<file path="src/rtl/pd_pkg.sv">
package pd_pkg;
  typedef enum logic [1:0] {
    PD_IDLE     = 2'b00,
    PD_REF_LEAD = 2'b01,
    PD_VCO_LEAD = 2'b10
  } pd_state_t;

  localparam int PD_NUM_CH = 2;
  localparam int PD_CH_REF = 0;
  localparam int PD_CH_VCO = 1;
endpackage

</file>
<file path="src/rtl/pd_edge_rise.sv">
module pd_edge_rise (
  input  logic clk,
  input  logic rst_n,
  input  logic sig_i,
  output logic rise_o
);
  logic prev_q;

  always_ff @(posedge clk or negedge rst_n) begin
    if (!rst_n) prev_q <= 1'b0;
    else        prev_q <= sig_i;
  end

  assign rise_o = sig_i & ~prev_q;
endmodule

</file>
<file path="src/rtl/pd_pfd_core.sv">
module pd_pfd_core
  import pd_pkg::*;
(
  input  logic      clk,
  input  logic      rst_n,
  input  logic      ref_rise_i,
  input  logic      vco_rise_i,
  output pd_state_t state_o,
  output logic      active_o,
  output logic      cmp_done_o
);
  logic up_q, dn_q;
  logic up_set, dn_set, both_set;

  // Each edge arms its own flag; both armed means the comparison ends.
  assign up_set   = up_q | ref_rise_i;
  assign dn_set   = dn_q | vco_rise_i;
  assign both_set = up_set & dn_set;

  always_ff @(posedge clk or negedge rst_n) begin
    if (!rst_n) begin
      up_q <= 1'b0;
      dn_q <= 1'b0;
    end else begin
      up_q <= up_set & ~both_set;
      dn_q <= dn_set & ~both_set;
    end
  end

  always_comb begin
    if (up_q)      state_o = PD_REF_LEAD;
    else if (dn_q) state_o = PD_VCO_LEAD;
    else           state_o = PD_IDLE;
  end

  assign active_o   = up_q | dn_q;
  assign cmp_done_o = both_set;

  // lagging edge ends a pending pulse
  p_lag_clears_r4: assert property (@(posedge clk) disable iff (!rst_n)
    ((up_q && vco_rise_i) || (dn_q && ref_rise_i)) |=> (!up_q && !dn_q));

  // coincident edges from idle leave no pulse
  p_coincident_quiet_r4: assert property (@(posedge clk) disable iff (!rst_n)
    (!up_q && !dn_q && ref_rise_i && vco_rise_i) |=> (!up_q && !dn_q));

  // repeated leading edges do not disturb a pending pulse
  p_lead_holds_r5: assert property (@(posedge clk) disable iff (!rst_n)
    (up_q && !vco_rise_i) |=> up_q);
endmodule

</file>
<file path="src/rtl/pd_lock_filter.sv">
module pd_lock_filter #(
  parameter int TOL_W  = 2,
  parameter int LOCK_N = 8
) (
  input  logic clk,
  input  logic rst_n,
  input  logic active_i,
  input  logic cmp_done_i,
  output logic lock_o
);
  localparam int CNT_W  = $clog2(TOL_W + 2);
  localparam int GOOD_W = $clog2(LOCK_N + 1);
  localparam logic [CNT_W-1:0]  TOL_V  = CNT_W'(TOL_W);
  localparam logic [CNT_W-1:0]  SAT_V  = CNT_W'(TOL_W + 1);
  localparam logic [GOOD_W-1:0] LOCK_V = GOOD_W'(LOCK_N);

  logic [CNT_W-1:0]  cnt_q, width_run;
  logic [GOOD_W-1:0] good_q;
  logic              lock_q, wide;

  // Running error width including the current cycle, saturating.
  always_comb begin
    if (active_i && cnt_q != SAT_V) width_run = cnt_q + 1'b1;
    else                            width_run = cnt_q;
  end
  assign wide = width_run > TOL_V;

  always_ff @(posedge clk or negedge rst_n) begin
    if (!rst_n)          cnt_q <= '0;
    else if (cmp_done_i) cnt_q <= '0;
    else if (active_i)   cnt_q <= width_run;
  end

  always_ff @(posedge clk or negedge rst_n) begin
    if (!rst_n) begin
      good_q <= '0;
      lock_q <= 1'b0;
    end else if (wide) begin
      good_q <= '0;
      lock_q <= 1'b0;
    end else if (cmp_done_i) begin
      if (good_q != LOCK_V) good_q <= good_q + 1'b1;
      lock_q <= lock_q | ((good_q + 1'b1) >= LOCK_V);
    end
  end

  assign lock_o = lock_q;

  // oversized error drops lock on the next cycle
  p_wide_unlocks_r7: assert property (@(posedge clk) disable iff (!rst_n)
    wide |=> !lock_q);

  // lock only rises right after a completed comparison
  p_lock_rise_on_cmp_r6: assert property (@(posedge clk) disable iff (!rst_n)
    $rose(lock_q) |-> $past(cmp_done_i));

  // lock persists while errors stay in tolerance
  p_lock_holds_r6: assert property (@(posedge clk) disable iff (!rst_n)
    (lock_q && !wide) |=> lock_q);
endmodule

</file>
<file path="src/rtl/phase_lock_detector.sv">
module phase_lock_detector
  import pd_pkg::*;
#(
  parameter int TOL_W  = 2,
  parameter int LOCK_N = 8
) (
  input  logic clk,
  input  logic rst_n,
  input  logic ref_pulse_i,
  input  logic vco_pulse_i,
  output logic act_en_o,
  output logic act_lvl_o,
  output logic pas_en_o,
  output logic pas_lvl_o,
  output logic lock_o
);
  logic [PD_NUM_CH-1:0] pulse_in, rise;
  pd_state_t            state;
  logic                 active, cmp_done;

  assign pulse_in[PD_CH_REF] = ref_pulse_i;
  assign pulse_in[PD_CH_VCO] = vco_pulse_i;

  for (genvar ch = 0; ch < PD_NUM_CH; ch++) begin : g_edge
    pd_edge_rise u_edge (
      .clk    (clk),
      .rst_n  (rst_n),
      .sig_i  (pulse_in[ch]),
      .rise_o (rise[ch])
    );
  end

  pd_pfd_core u_core (
    .clk        (clk),
    .rst_n      (rst_n),
    .ref_rise_i (rise[PD_CH_REF]),
    .vco_rise_i (rise[PD_CH_VCO]),
    .state_o    (state),
    .active_o   (active),
    .cmp_done_o (cmp_done)
  );

  pd_lock_filter #(.TOL_W(TOL_W), .LOCK_N(LOCK_N)) u_lock (
    .clk        (clk),
    .rst_n      (rst_n),
    .active_i   (active),
    .cmp_done_i (cmp_done),
    .lock_o     (lock_o)
  );

  // Reference leading: active sinks (negative), passive sources (positive).
  assign act_en_o  = (state != PD_IDLE);
  assign pas_en_o  = (state != PD_IDLE);
  assign act_lvl_o = (state == PD_VCO_LEAD);
  assign pas_lvl_o = (state == PD_REF_LEAD);

  // controls share enable, opposite level while driving
  p_pair_opposite_r8: assert property (@(posedge clk) disable iff (!rst_n)
    (act_en_o == pas_en_o) && (!act_en_o || (act_lvl_o != pas_lvl_o)));

  // high impedance carries a low level bit
  p_hiz_low_r1: assert property (@(posedge clk) disable iff (!rst_n)
    !act_en_o |-> (!act_lvl_o && !pas_lvl_o));

  // lone reference edge from idle gives a negative active pulse
  p_ref_lead_r2: assert property (@(posedge clk) disable iff (!rst_n)
    (!act_en_o && rise[PD_CH_REF] && !rise[PD_CH_VCO])
      |=> (act_en_o && !act_lvl_o && pas_lvl_o));

  // lone VCO edge from idle gives a positive active pulse
  p_vco_lead_r3: assert property (@(posedge clk) disable iff (!rst_n)
    (!act_en_o && rise[PD_CH_VCO] && !rise[PD_CH_REF])
      |=> (act_en_o && act_lvl_o && !pas_lvl_o));

  // reset state
  always @(posedge clk) begin
    if (!rst_n) begin
      a_reset_quiet_r1: assert (!act_en_o && !pas_en_o && !lock_o);
    end
  end
endmodule

</file>
<file path="config.mk">
export PLATFORM = sky130hd
export DESIGN_NAME = phase_lock_detector
export DESIGN_NICKNAME = d
export VERILOG_FILES = /design/src/rtl/pd_pkg.sv /design/src/rtl/pd_edge_rise.sv /design/src/rtl/pd_pfd_core.sv /design/src/rtl/pd_lock_filter.sv /design/src/rtl/phase_lock_detector.sv
export SDC_FILE = /design/constraint.sdc
export NUM_CORES = 1
export LEC_CHECK = 0
export ABC_AREA = 1
export BUFFER_PORTS_ARGS = -buffer_cell sky130_fd_sc_hd__buf_2
export CAP_MARGIN = 10
export CORE_UTILIZATION = 35
export DETAILED_ROUTE_END_ITERATION = 12
export SYNTH_ARGS = -nofsm -noshare
export SYNTH_HDL_FRONTEND = slang
export SYNTH_SLANG_ARGS = --single-unit
</file>
<file path="constraint.sdc">
create_clock -name clk -period 1.6 [get_ports clk]
set_clock_uncertainty 0.2 [all_clocks]
set_input_delay 0.16 -clock clk [delete_from_list [all_inputs] [get_ports clk]]
set_output_delay 0.16 -clock clk [all_outputs]
set_load 0.005 [all_outputs]
</file>
==> results.md <==
- Tightest Hold Check Type: input pin to asynchronous set/reset pin
- Static Leakage: ~0.00042 µW
- Max clock buf depth: 2
- Finished Layout Cells: 100
- Chip width: 44.2 µm
- Antenna violations before repair: 0
- Setup TNS: 0 ns
- Worst Max-Slew Pin Slew: 0.246 ns
- Total number of vias: 465
- PortBufs: 8
- Slew Limit Fails: 0
- CTS root buffer: clkbuf_4
- Antenna fix cells: 0
- CP Max Fanout: 5
- Total GRT Usage: 0.134
- Main combinational cell family by area after synthesis: simple AND/OR/NAND/NOR gates
- First-pass GRT wire length: 1810 µm
- Compound-gate portion of the synthesized area: 0.0523
- Synth Register Bits: 11
- Routed len/inst: around 10 µm
- Avg Inst Size Synth: between 8 and 9 µm²
- Routed vias/inst: between 4 and 5
- Worst-Skew Late Latency: 0.27 ns
- Io pins: 9
- H-tree depth: 1
- Num CTS Buffers: 3
- Max IR drop VDD: around 650 µV
- XOR/XNOR share of the synthesized area: 0.0141
- Post-Synth Simple-Gate Area: 0.340
- Mapped Area: 622 µm²
- Hold Vio Cnt, Final: 0
- Seq/Total Area, Yosys: 0.443
- Initial DRT Pass Iterations: 5
- Clock-pin slew on the worst setup and hold paths: 0.07 ns
- Hpwl dp: 783 µm
- Power density over the cells: 1580 nW/µm²
- Startpoint types: flip-flop
- Largest net degree at the start of global routing: 12
- Mapped Nets: 77
- Fmax achieved: 680 MHz
- Share of layout cells above drive strength 1: 0.310
- Post-Synthesis Cells: 70
- Initial Util: 0.394
- Drt drc: 0
- Mux share of post-synthesis cell area: 0
- Crit Path Class: flip-flop to flip-flop
- Inst Count DP: 92
- Number of max-cap violations: 0
- Layout area overhead: 18.1%
- Post-synthesis adder-cell area fraction: 0.0604
- Worst EP required: around 1.6 ns
- Status: complete, no violations
- TritonCTS clock tree: yes
- CTS sink cnt: 11
- Vias in the first global route: 413
- Die H: 44.2 µm
- GR Overflow Total: 0
- DRT iter0 DRCs: 3
- WHS: 0.0851 ns
- Routability cong.: between 0.7 and 0.8
- Unique masters post-synth: 20
- Fin util: 0.466
- Nets: slightly above 90
- CP arrival: 1.43 ns
- Core Box Area: 1580 µm²
- Place WS: 0.0938 ns
- Final setup violation count: 0
- Die ar.: 1950 µm²
- Final period util: 0.919
- Post-DRT Antenna Nets: 0
- Final period demand of the worst path: 1.47 ns
- Aggregate routed wire length: 988 µm
- Relative slew slack: 0.836
- Ys Warns: 0
- Rows: 14
- Final WS setup: 0.129 ns
- Critical path endpoint category: flip-flop
[layout make-up]
| type | instances | area, µm² |
|---|---|---|
| fill | 160 | 842 |
| multi-input combinational | 45 | 290 |
| sequential | 11 | 275 |
| timing repair buffer | 12 | 77.6 |
| inverter | 12 | 45.0 |
| clock buffer | 4 | 26.3 |
| tap | 16 | 20.0 |
[worst paths after layout]
path	slack (ns)	to	cells past startpoint	from
hold reg to reg	0.31	u_lock.lock_o	1	u_lock.lock_o
min in group clk	0.31	u_lock.lock_o	1	u_lock.lock_o
setup reg to reg	0.13	u_lock.good_q[1]	10	u_lock.good_q[1]
hold / removal	0.09	g_edge[1].u_edge.prev_q	2	rst_n
max in group asynchronous	0.92	u_core.dn_q	2	rst_n
setup / recovery	0.13	u_lock.good_q[1]	10	u_lock.good_q[1]
[logic make-up (layout without fill, tap and decap cells)]
kind of cell / Yosys count / after routing
AND/OR/NAND/NOR: 35 / 35
buffers and inverters: 14 / 28
flip-flops: 11 / 11
AO/OA/AOI/OAI: 6 / 6
adder cells (fa/ha/maj): 3 / 3
XOR/XNOR: 1 / 1
[per-stage QoR]
| stage | instance area, µm² | power (µW) |
|---|---|---|
| 2_1_floorplan | 622 | 861 |
| 6_report | 734 | 1160 |
| 4_1_cts | 727 | 1160 |
| 5_1_grt | 734 | 1260 |
| 3_3_place_gp | 671 | 950 |
| 3_5_place_dp | 671 | 968 |
[critical path, cell delays in order, from the launching register on]
cell	delay, ns
dfrtp_1	0.41
inv_1	0.06
ha_1	0.18
inv_1	0.05
nor2_1	0.03
nand2_1	0.07
inv_2	0.06
nor2_8	0.13
inv_2	0.05
nand3_1	0.07
nand2_1	0.05
[metal layers]
metal,global-route usage,wire [µm],vias to the layer above
met4,0.127,43,0
met3,0.0245,23,5
met5,0,0,-
li1,-,-,248
met2,0.191,428,9
met1,0.168,492,203
[repair_timing]
| action | 4_1_cts | 5_1_grt |
|---|---|---|
| hold buffers | 3 | 0 |
| endpoints found under the setup margin | 0 | 1 |
| endpoints found under the hold margin | 15 | 0 |
| setup buffers | 0 | 1 |
| resized for setup | 0 | 0 |
[cell usage in the layout, fill, tap and decap left out, types with 4 or more instances in the layout]
cell      n
nor2_1    5
buf_2     8
dfrtp_1  11
nand2_1  13
inv_1     6
inv_2     5
nand3_1   7
a21oi_1   4
[state kept, by name, summed over array words and instances (netlist names)]
register,count
g_edge.u_edge.prev_q,2
u_core.dn_q,1
u_core.up_q,1
u_lock.cnt_q,2
u_lock.good_q,4
u_lock.lock_o,1
[cells in the mapped netlist]
master	n	share of area
nor2_8	1	0.032
clkbuf_1	1	0.0060
o21ai_1	1	0.0080
a21oi_1	4	0.032
o21a_1	1	0.012
nand3_1	7	0.056
nand3_2	1	0.016
nand3b_4	1	0.032
dfrtp_1	11	0.44
xor2_1	1	0.014
inv_1	6	0.036
nor2_1	5	0.030
ha_1	3	0.060
nand2_2	3	0.030
clkinv_1	1	0.0060
inv_2	5	0.030
buf_4	1	0.012
nand2_1	13	0.078
nand4_1	1	0.010
nand2_4	3	0.054
[power breakdown]
part | internal, µW | total, µW | switching [µW]
registers | 370 | 450 | 80.0
logic | 226 | 522 | 296
clock network | 96.6 | 185 | 88.7
total | 692 | 1160 | 465
No activity file was read; power rests on OpenSTA's default activity.
